==> config.mk <==
export PLATFORM = sky130hd
export DESIGN_NAME = qam_mapper
export DESIGN_NICKNAME = d
export VERILOG_FILES = /design/src/rtl/ofdm_map_pkg.sv /design/src/rtl/map_bit_gather.sv /design/src/rtl/map_level_lut.sv /design/src/rtl/qam_mapper.sv
export SDC_FILE = /design/constraint.sdc
export NUM_CORES = 1
export LEC_CHECK = 0
export BUFFER_PORTS_ARGS = -buffer_cell sky130_fd_sc_hd__buf_2
export CORE_MARGIN = 5
export CORE_UTILIZATION = 56
export DETAILED_ROUTE_END_ITERATION = 8
export PLACE_DENSITY = 0.79
export SLEW_MARGIN = 10
export SYNTH_ARGS = -nofsm -noshare
export SYNTH_HDL_FRONTEND = slang
export SYNTH_SLANG_ARGS = --single-unit
export TNS_END_PERCENT = 10
==> constraint.sdc <==
create_clock -name clk_i -period 4.31 [get_ports clk_i]
set_clock_uncertainty 0.05 [all_clocks]
set_input_delay 0.2155 -clock clk_i [delete_from_list [all_inputs] [get_ports clk_i]]
set_output_delay 0.2155 -clock clk_i [all_outputs]
set_load 0.1 [all_outputs]
==> src/rtl/ofdm_map_pkg.sv <==
package ofdm_map_pkg;
  localparam int SAMPLE_W = 16;
  localparam int MAX_BITS = 4;

  typedef enum logic [1:0] {
    MODE_QPSK    = 2'd0,
    MODE_QAM16   = 2'd1,
    MODE_HIER_A2 = 2'd2,
    MODE_HIER_A4 = 2'd3
  } map_mode_e;

  // levels pre-scaled by the mode's normalization, Q1.14
  localparam logic [SAMPLE_W-1:0] LVL_QPSK     = 16'd11585;
  localparam logic [SAMPLE_W-1:0] LVL_QAM16_IN = 16'd5181;
  localparam logic [SAMPLE_W-1:0] LVL_QAM16_OU = 16'd15543;
  localparam logic [SAMPLE_W-1:0] LVL_A2_IN    = 16'd7327;
  localparam logic [SAMPLE_W-1:0] LVL_A2_OU    = 16'd14654;
  localparam logic [SAMPLE_W-1:0] LVL_A4_IN    = 16'd9088;
  localparam logic [SAMPLE_W-1:0] LVL_A4_OU    = 16'd13632;

  function automatic int bits_per_sym(map_mode_e m);
    return (m == MODE_QPSK) ? 2 : 4;
  endfunction
endpackage

==> src/rtl/map_bit_gather.sv <==
module map_bit_gather
  import ofdm_map_pkg::*;
#(
  parameter int NBITS = MAX_BITS,
  localparam int CNT_W = $clog2(NBITS)
) (
  input  logic             clk_i,
  input  logic             rst_ni,
  input  logic             bit_i,
  input  logic             bit_valid_i,
  input  map_mode_e        mode_i,
  output logic             done_o,
  output logic [NBITS-1:0] word_o,
  output map_mode_e        mode_o
);
  logic [CNT_W-1:0] cnt_q;
  logic [NBITS-1:0] word_q, word_next;
  map_mode_e        mode_q, eff_mode;
  logic [CNT_W-1:0] last_idx;

  // mode is taken from the port only on the first bit of a symbol
  assign eff_mode = (cnt_q == '0) ? mode_i : mode_q;
  assign last_idx = CNT_W'(bits_per_sym(eff_mode) - 1);

  always_comb begin
    word_next = word_q;
    if (bit_valid_i) word_next[cnt_q] = bit_i;
  end

  assign done_o = bit_valid_i && (cnt_q == last_idx);
  assign word_o = word_next;
  assign mode_o = eff_mode;

  always_ff @(posedge clk_i or negedge rst_ni) begin
    if (!rst_ni) begin
      cnt_q  <= '0;
      word_q <= '0;
      mode_q <= MODE_QPSK;
    end else if (bit_valid_i) begin
      mode_q <= eff_mode;
      word_q <= done_o ? '0 : word_next;
      cnt_q  <= done_o ? '0 : cnt_q + 1'b1;
    end
  end


  // cnt_in_range_chk
  cnt_in_range_chk: assert property (@(posedge clk_i) disable iff (!rst_ni)
    (cnt_q != '0) |-> (int'(cnt_q) < bits_per_sym(mode_q)));


  // mode_held_chk
  mode_held_chk: assert property (@(posedge clk_i) disable iff (!rst_ni)
    (cnt_q != '0 && $past(cnt_q) != '0) |-> $stable(mode_q));
endmodule

==> src/rtl/map_level_lut.sv <==
module map_level_lut
  import ofdm_map_pkg::*;
(
  input  map_mode_e           mode_i,
  input  logic                outer_i,
  output logic [SAMPLE_W-1:0] mag_o
);
  always_comb begin
    unique case (mode_i)
      MODE_QPSK:    mag_o = LVL_QPSK;
      MODE_QAM16:   mag_o = outer_i ? LVL_QAM16_OU : LVL_QAM16_IN;
      MODE_HIER_A2: mag_o = outer_i ? LVL_A2_OU    : LVL_A2_IN;
      MODE_HIER_A4: mag_o = outer_i ? LVL_A4_OU    : LVL_A4_IN;
      default:      mag_o = '0;
    endcase
  end
endmodule

==> src/rtl/qam_mapper.sv <==
module qam_mapper
  import ofdm_map_pkg::*;
(
  input  logic        clk_i,
  input  logic        rst_ni,
  input  logic        bit_i,
  input  logic        bit_valid_i,
  input  logic [1:0]  mode_i,
  output logic [15:0] i_o,
  output logic [15:0] q_o,
  output logic        valid_o
);
  localparam int NAXES = 2;

  logic                 done;
  logic [MAX_BITS-1:0]  word;
  map_mode_e            sym_mode;
  logic signed [SAMPLE_W-1:0] axis_val [NAXES];
  logic signed [SAMPLE_W-1:0] axis_q   [NAXES];
  logic                 valid_q;
  map_mode_e            out_mode_q;

  map_bit_gather #(.NBITS(MAX_BITS)) u_gather (
    .clk_i       (clk_i),
    .rst_ni      (rst_ni),
    .bit_i       (bit_i),
    .bit_valid_i (bit_valid_i),
    .mode_i      (map_mode_e'(mode_i)),
    .done_o      (done),
    .word_o      (word),
    .mode_o      (sym_mode)
  );

  // axis a: sign from bit a, inner/outer from bit a+2
  for (genvar a = 0; a < NAXES; a++) begin : g_axis
    logic [SAMPLE_W-1:0] mag;
    map_level_lut u_lut (
      .mode_i  (sym_mode),
      .outer_i (word[a+NAXES]),
      .mag_o   (mag)
    );
    assign axis_val[a] = word[a] ? -$signed(mag) : $signed(mag);
  end

  always_ff @(posedge clk_i or negedge rst_ni) begin
    if (!rst_ni) begin
      axis_q[0]  <= '0;
      axis_q[1]  <= '0;
      valid_q    <= 1'b0;
      out_mode_q <= MODE_QPSK;
    end else begin
      valid_q <= done;
      if (done) begin
        axis_q[0]  <= axis_val[0];
        axis_q[1]  <= axis_val[1];
        out_mode_q <= sym_mode;
      end
    end
  end

  assign i_o     = axis_q[0];
  assign q_o     = axis_q[1];
  assign valid_o = valid_q;


  // valid_after_bit_chk
  valid_after_bit_chk: assert property (@(posedge clk_i) disable iff (!rst_ni)
    valid_o |-> $past(bit_valid_i));


  // single_pulse_chk
  single_pulse_chk: assert property (@(posedge clk_i) disable iff (!rst_ni)
    valid_o |=> !valid_o);


  // hold_chk
  hold_chk: assert property (@(posedge clk_i) disable iff (!rst_ni)
    !valid_o |-> ($stable(i_o) && $stable(q_o)));


  // qpsk_level_chk
  qpsk_level_chk: assert property (@(posedge clk_i) disable iff (!rst_ni)
    (valid_o && out_mode_q == MODE_QPSK) |->
      ((i_o == LVL_QPSK || i_o == 16'(-$signed(LVL_QPSK))) &&
       (q_o == LVL_QPSK || q_o == 16'(-$signed(LVL_QPSK)))));


  // nonzero_chk
  nonzero_chk: assert property (@(posedge clk_i) disable iff (!rst_ni)
    valid_o |-> (i_o != '0 && q_o != '0));
endmodule

==> results of run 1 <==
[cell usage in the layout (no fill, tap or decap), types with 3 or more instances in the layout]
cell / netlist / layout
xor2_1: 3 / 3
nor2_1: 29 / 29
nand3_1: 4 / 4
and3_1: 4 / 4
o21ai_0: 32 / 32
ha_1: 10 / 10
nor3_1: 3 / 3
o21ai_1: 3 / 3
o211ai_1: 3 / 3
mux2i_1: 8 / 8
clkbuf_8: 0 / 6
inv_1: 8 / 8
nand2_1: 35 / 35
dfrtp_1: 39 / 39
o31ai_1: 3 / 3
o22ai_1: 4 / 4
buf_4: 3 / 3
a21oi_1: 15 / 15
a21boi_0: 4 / 4
buf_2: 7 / 38
xnor2_1: 15 / 15
[layer usage]
layer | share of wire (%) | wire length, um | track usage, %
met5 | 0 | 0 | 0
met4 | 1.9 | 106 | 7.573
met3 | 5.8 | 321 | 5.207
met1 | 46 | 2580 | 30.23
met2 | 46 | 2556 | 33.17
[cells by family (layout without fill, tap and decap cells)]
group                      count (synthesis)  after routing
adders and majority gates                 10             10
DFF                                       39             39
AOI/OAI and AO/OA                         78             78
muxes                                     10             10
buffers and inverters                     26             58
and+or+nand+nor                           89             89
xor gates and xnor gates                  18             18
[worst paths after layout]
check | endpoint | slack (ps)
min | q_o[12]$_DFFE_PN0P_ | -20
max reg2reg | q_o[13]$_DFFE_PN0P_ | 1030
max | q_o[13]$_DFFE_PN0P_ | 1030
max in group asynchronous | i_o[8]$_DFFE_PN0P_ | 3710
min in group clk_i | u_gather.mode_q[1]$_DFFE_PN0P_ | 190
min reg2reg | q_o[6]$_DFFE_PN0P_ | 420
[registers in the layout, summed over array words and instances, names as in the netlist]
register / count
u_gather.word_q: 4
u_gather.mode_q: 2
valid_o: 1
q_o: 15
i_o: 15
u_gather.cnt_q: 2
[stage by stage]
step / cell area [um^2] / setup slack (ps) / cells / utilization (%)
after detailed placement: 2572 / 1060 / 344 / 63.40
after global placement: 2572 / 1147 / 344 / 63.40
after CTS: 2690 / 1049 / 352 / 66.30
final: 2690 / 1033 / 352 / 66.30
after floorplan: 2382 / 1288 / 270 / -
after global routing: 2690 / 762.1 / 352 / 66.30
[final cells by class]
| class | instances | area [um^2] |
|---|---|---|
| Fill cell | 354 | 1368 |
| Clock buffer | 6 | 82.58 |
| Timing Repair Buffer | 41 | 212.7 |
| Sequential cell | 39 | 975.9 |
| Inverter | 9 | 33.78 |
| Tap cell | 50 | 62.56 |
| Clock inverter | 2 | 35.03 |
| Multi-Input combinational cell | 205 | 1287 |
[critical path, stage by stage, from the launching register on]
cell and delay, ps:
dfrtp_1 420, inv_1 110, ha_1 380, mux2i_1 230, buf_4 170, inv_1 120
ha_1 350, or4_4 590, nor4b_4 400, nor4_1 90, a211o_1 260
==> results.sh, run 1 <==
export IMPL_arrival_ps=3410
export IMPL_wl_um=5565
export IMPL_clock_tree_from_tritoncts="built"
export IMPL_synth_top_cells_by_area="dfrtp_1 41%, o21ai_0 6.7%, nand2_1 5.5%"
export IMPL_syn_to_final_growth_pct=12.92
export IMPL_io_pin_count=39
export IMPL_first_global_vias=1938
export IMPL_synth_seq_cells=39
export IMPL_yosysMostFrequentCell="dfrtp_1"
export IMPL_synth_cells=270
export IMPL_period_needed_ps=3277
export IMPL_start_kind="flop"
export IMPL_critical_path_reg2reg_startpoint="u_gather.cnt_q[1]$_DFFE_PN0P_"
export IMPL_synth_avg_cell_area_um2=8.823
export IMPL_async_reset_ff_share_pct=100.0
export IMPL_worst_setup_hold_path_clk_slew_ps=80
export IMPL_global_route_overflow_total=0
export IMPL_clock_sinks=39
export IMPL_grt_antenna_before_repair=0
export IMPL_reg2regPathDepth=10
export IMPL_xor_xnor_share_of_the_synthesized_area_pct=6.618
export IMPL_synth_edff_count=0
export IMPL_yosys_area_share_adder_pct=5.252
export IMPL_routabilityCongestion=0.9567
export IMPL_hpwlAfterDp_um=3940
export IMPL_global_route_usage_total_pct=21.71
export IMPL_finalNetCount=317
export IMPL_tightest_slew_ps=838.9
export IMPL_num_vias=2050
export IMPL_firstDrtPassIters=4
export IMPL_synthesis_yosys_warnings=0
export IMPL_synth_top_family_by_area="compound AO/OA/AOI/OAI gates"
export IMPL_clk_root_buffer_cell="clkbuf_8"
export IMPL_antenna_left=0
export IMPL_cts_root_to_sink_buffers=2
export IMPL_min_delay_path_class="input port to asynchronous set/reset pin"
export IMPL_rsz0062_at_grt="no"
export IMPL_failed_checks="negative hold slack"
export IMPL_critical_setup_path_class="flop to flop"
export IMPL_ctsHoldBuffers=0
export IMPL_routed_wire_length_per_instance_um=15.81
export IMPL_post_cts_resized=0
export IMPL_crit_path_end_kind="flop"
export IMPL_hold_viol_final=39
export IMPL_placementRows=23
export IMPL_period_share_pct=76.03
export IMPL_dominantRegCellSynth="dfrtp_1"
export IMPL_initial_utilization_pct=58.71
export IMPL_die_y_um=75.23
export IMPL_postCtsSetupRepairBufs=0
export IMPL_first_pass_grt_wire_length_um=9301
export IMPL_finalMaxSlewViolations=0
export IMPL_clk_latency_ps=290
export IMPL_timing_critical_path_fanout_max=11
export IMPL_tns_ps=0
export IMPL_cp_data_required_time_ps=4440
export IMPL_synth_net_count=286
export IMPL_design_core_area_mm2=0.004058
export IMPL_htree_levels=2
export IMPL_synth_area_mux_share_pct=4.307
export IMPL_max_cap_violations=0
export IMPL_synth_compound_gate_area_share_pct=20.22
export IMPL_post_synth_and_or_nand_nor_area_fraction_pct=17.65
export IMPL_drcViolationCount=0
export IMPL_critical_path_startpoint="u_gather.cnt_q[1]$_DFFE_PN0P_"
export IMPL_synth_area_leader_cell="dfrtp_1"
export IMPL_timing_max_slew_rel_slack_pct=44.07
export IMPL_via_per_inst=5.824
export IMPL_detail_route_iter0_violations=159
export IMPL_synth_seq_area_share_pct=40.97
export IMPL_timing_final_setup_violations=0
export IMPL_synth_cells_most_frequent="39 x dfrtp_1, 35 x nand2_1, 32 x o21ai_0"
export IMPL_ratio_of_cells_with_drive_above_1_in_the_final_layout_pct=19.21
export IMPL_port_buffers=38
export IMPL_cts_inserted_buffers=5
export IMPL_status="finished, violations left"
export IMPL_grt_max_degree=53
export IMPL_chipWidth_um=75.23
export IMPL_final_hold_worst_slack_ps=-24.31
export IMPL_floorplan_die_area_mm2=0.005659
export IMPL_synth_area_mm2=0.002382
export IMPL_max_clock_freq_mhz=305.2
export IMPL_antennaDiodeCount=0
export IMPL_number_of_distinct_library_cells_after_synthesis=46
export IMPL_yosysTopAreaCellShare_pct=40.97
Power of run 1 is not shown: default switching activity piles up to over one toggle a cycle in this logic, so the estimate is an artifact.
==> run 2: changes to the inputs <==
CORE_UTILIZATION = 51   (was 56)
PLACE_DENSITY = 0.76   (was 0.79)
clock period = 2.7 ns   (was 4.31 ns; I/O delays follow)
==> run 2 against run 1 <==
Against the previous run: the run now ends clean; register-to-register slack lost 960 ps; worst setup slack lost 960 ps; design area grew 9.8%; sequential share of layout area shrank 3.2 points; maximum frequency grew 25%; critical path depth is the same; hold slack gained 140 ps; first-iteration DRC count shrank 2.5%; global-route usage shrank 1.3 points; core utilization grew 0.17 points; routed wire length grew 4.2%; via count grew 2.0%; largest cell class unchanged.
==> results.sh, run 2 (synthesized netlist as in run 1, its figures left out) <==
export IMPL_clock_sinks=39
export IMPL_routabilityCongestion=0.9416
export IMPL_final_common_cell="dfrtp_1"
export IMPL_cts_inserted_buffers=5
export IMPL_cp_num_buf_inv=3
export IMPL_crit_path_cell_trace="inv_2 -> ha_4 -> mux2_4 -> clkinvlp_4 -> ha_4 -> or4_4 -> nor4b_4 -> buf_4 -> o211a_1 -> a211o_1"
export IMPL_global_route_overflow_total=0
export IMPL_placementRows=24
export IMPL_tightest_slew_ps=841.3
export IMPL_floorplan_die_area_mm2=0.006138
export IMPL_global_route_usage_total_pct=20.38
export IMPL_arrival_ps=2820
export IMPL_cpMostUsedCell="ha_4"
export IMPL_clock_tree_from_tritoncts="built"
export IMPL_first_global_vias=1983
export IMPL_antenna_left=0
export IMPL_crit_path_end_kind="flop"
export IMPL_reg2regPathDepth=10
export IMPL_finalMaxSlewViolations=0
export IMPL_detail_route_iter0_violations=155
export IMPL_final_design_area_no_fill_mm2=0.002954
export IMPL_timing_max_slew_rel_slack_pct=43.92
export IMPL_cts_root_to_sink_buffers=2
export IMPL_timing_critical_path_fanout_max=6
export IMPL_critical_path_depth=10
export IMPL_via_per_inst=5.544
export IMPL_htree_levels=2
export IMPL_io_pin_count=39
export IMPL_critical_setup_path_class="flop to flop"
export IMPL_grt_max_degree=42
export IMPL_routed_wire_length_per_instance_um=15.38
export IMPL_cp_data_required_time_ps=2890
export IMPL_worst_setup_hold_path_clk_slew_ps=80
export IMPL_wl_um=5797
export IMPL_mostFrequentLayoutCells="39 x dfrtp_1, 38 x buf_2, 35 x nand2_1"
export IMPL_num_vias=2090
export IMPL_critical_path_slowest_cell="or4_4"
export IMPL_preCtsSetupSlack_ps=-39.92
export IMPL_final_hold_worst_slack_ps=117.9
export IMPL_finalNetCount=340
export IMPL_clk_root_buffer_cell="clkbuf_8"
export IMPL_clk_latency_ps=290
export IMPL_max_clock_freq_mhz=380.9
export IMPL_status="finished clean"
export IMPL_critical_path_max_stage_delay_ps=550
export IMPL_min_delay_path_class="input port to flop"
export IMPL_design_core_area_mm2=0.004444
export IMPL_port_buffers=38
export IMPL_dpl_cell_area_mm2=0.002776
export IMPL_firstDrtPassIters=4
export IMPL_first_pass_grt_wire_length_um=9784
export IMPL_timing_critical_path_max_delay_family="simple AND/OR/NAND/NOR gates"
export IMPL_chipWidth_um=78.35
export IMPL_syn_to_final_growth_pct=24.00
export IMPL_hold_viol_final=0
export IMPL_period_needed_ps=2625
export IMPL_die_y_um=78.35
export IMPL_initial_utilization_pct=53.60
export IMPL_rsz0062_at_grt="yes"
export IMPL_grt_antenna_before_repair=0
export IMPL_max_cap_violations=0
export IMPL_final_setup_worst_slack_ps=74.94
export IMPL_hpwlAfterDp_um=4323
export IMPL_timing_hold_worst_path_depth=2
export IMPL_ratio_of_cells_with_drive_above_1_in_the_final_layout_pct=28.31
export IMPL_timing_final_setup_violations=0
export IMPL_antennaDiodeCount=0
export IMPL_period_share_pct=97.22
export IMPL_drcViolationCount=0
export IMPL_start_kind="flop"
-- run 2: cell count changes in the layout (fill, tap and decap cells not counted), moves of 2 or more --
cell	change
buf_4	+21
inv_1	-4
inv_2	+2
ha_1	-3
nor2_1	-2
ha_4	+3
nor2_2	+2
-- run 2: what timing repair did --
item | CTS | global route
buffers inserted | 0 | 3
hold buffers | 1 | 0
hold endpoints to repair | 39 | 0
endpoints found under the setup margin | 2 | 9
resized for setup | 1 | 6
pin swaps | 1 | 3
-- run 2: layout make-up --
cell class                      instances  area, um^2
Timing Repair Buffer                   64       400.4
Sequential cell                        39       975.9
Inverter                                9       40.04
Clock inverter                          2       35.03
Clock buffer                            6       82.58
Fill cell                             368        1490
Tap cell                               52       65.06
Multi-Input combinational cell        205        1355
-- run 2: stage by stage --
stage | cells | TNS (ps) | util [%]
after floorplan | 270 | -46.12 | -
after global placement | 365 | 0 | 62.47
after detailed placement | 365 | -39.92 | 62.47
after CTS | 374 | 0 | 65.40
after global routing | 377 | -83.31 | 66.47
final | 377 | 0 | 66.47
-- run 2: final timing paths --
check                      slack (ps)                           from                             end
max reg2reg                        70  u_gather.cnt_q[1]$_DFFE_PN0P_             q_o[13]$_DFFE_PN0P_
max                                70  u_gather.cnt_q[1]$_DFFE_PN0P_             q_o[13]$_DFFE_PN0P_
min reg2reg                       420             i_o[3]$_DFFE_PN0P_              i_o[3]$_DFFE_PN0P_
min                               120                      mode_i[1]  u_gather.mode_q[1]$_DFFE_PN0P_
max in group asynchronous        1640                         rst_ni              q_o[8]$_DFFE_PN0P_
min in group asynchronous         430                         rst_ni             q_o[12]$_DFFE_PN0P_
-- run 2: per-layer routing --
metal | up-vias | track usage (%) | share of wire (%)
met4 | 0 | 7.517 | 1.7
met3 | 11 | 4.805 | 5.7
met1 | 971 | 27.52 | 46
met5 | - | 0 | 0
li1 | 1052 | - | -
met2 | 56 | 32.02 | 46
Power of run 2 is left out for the same reason.
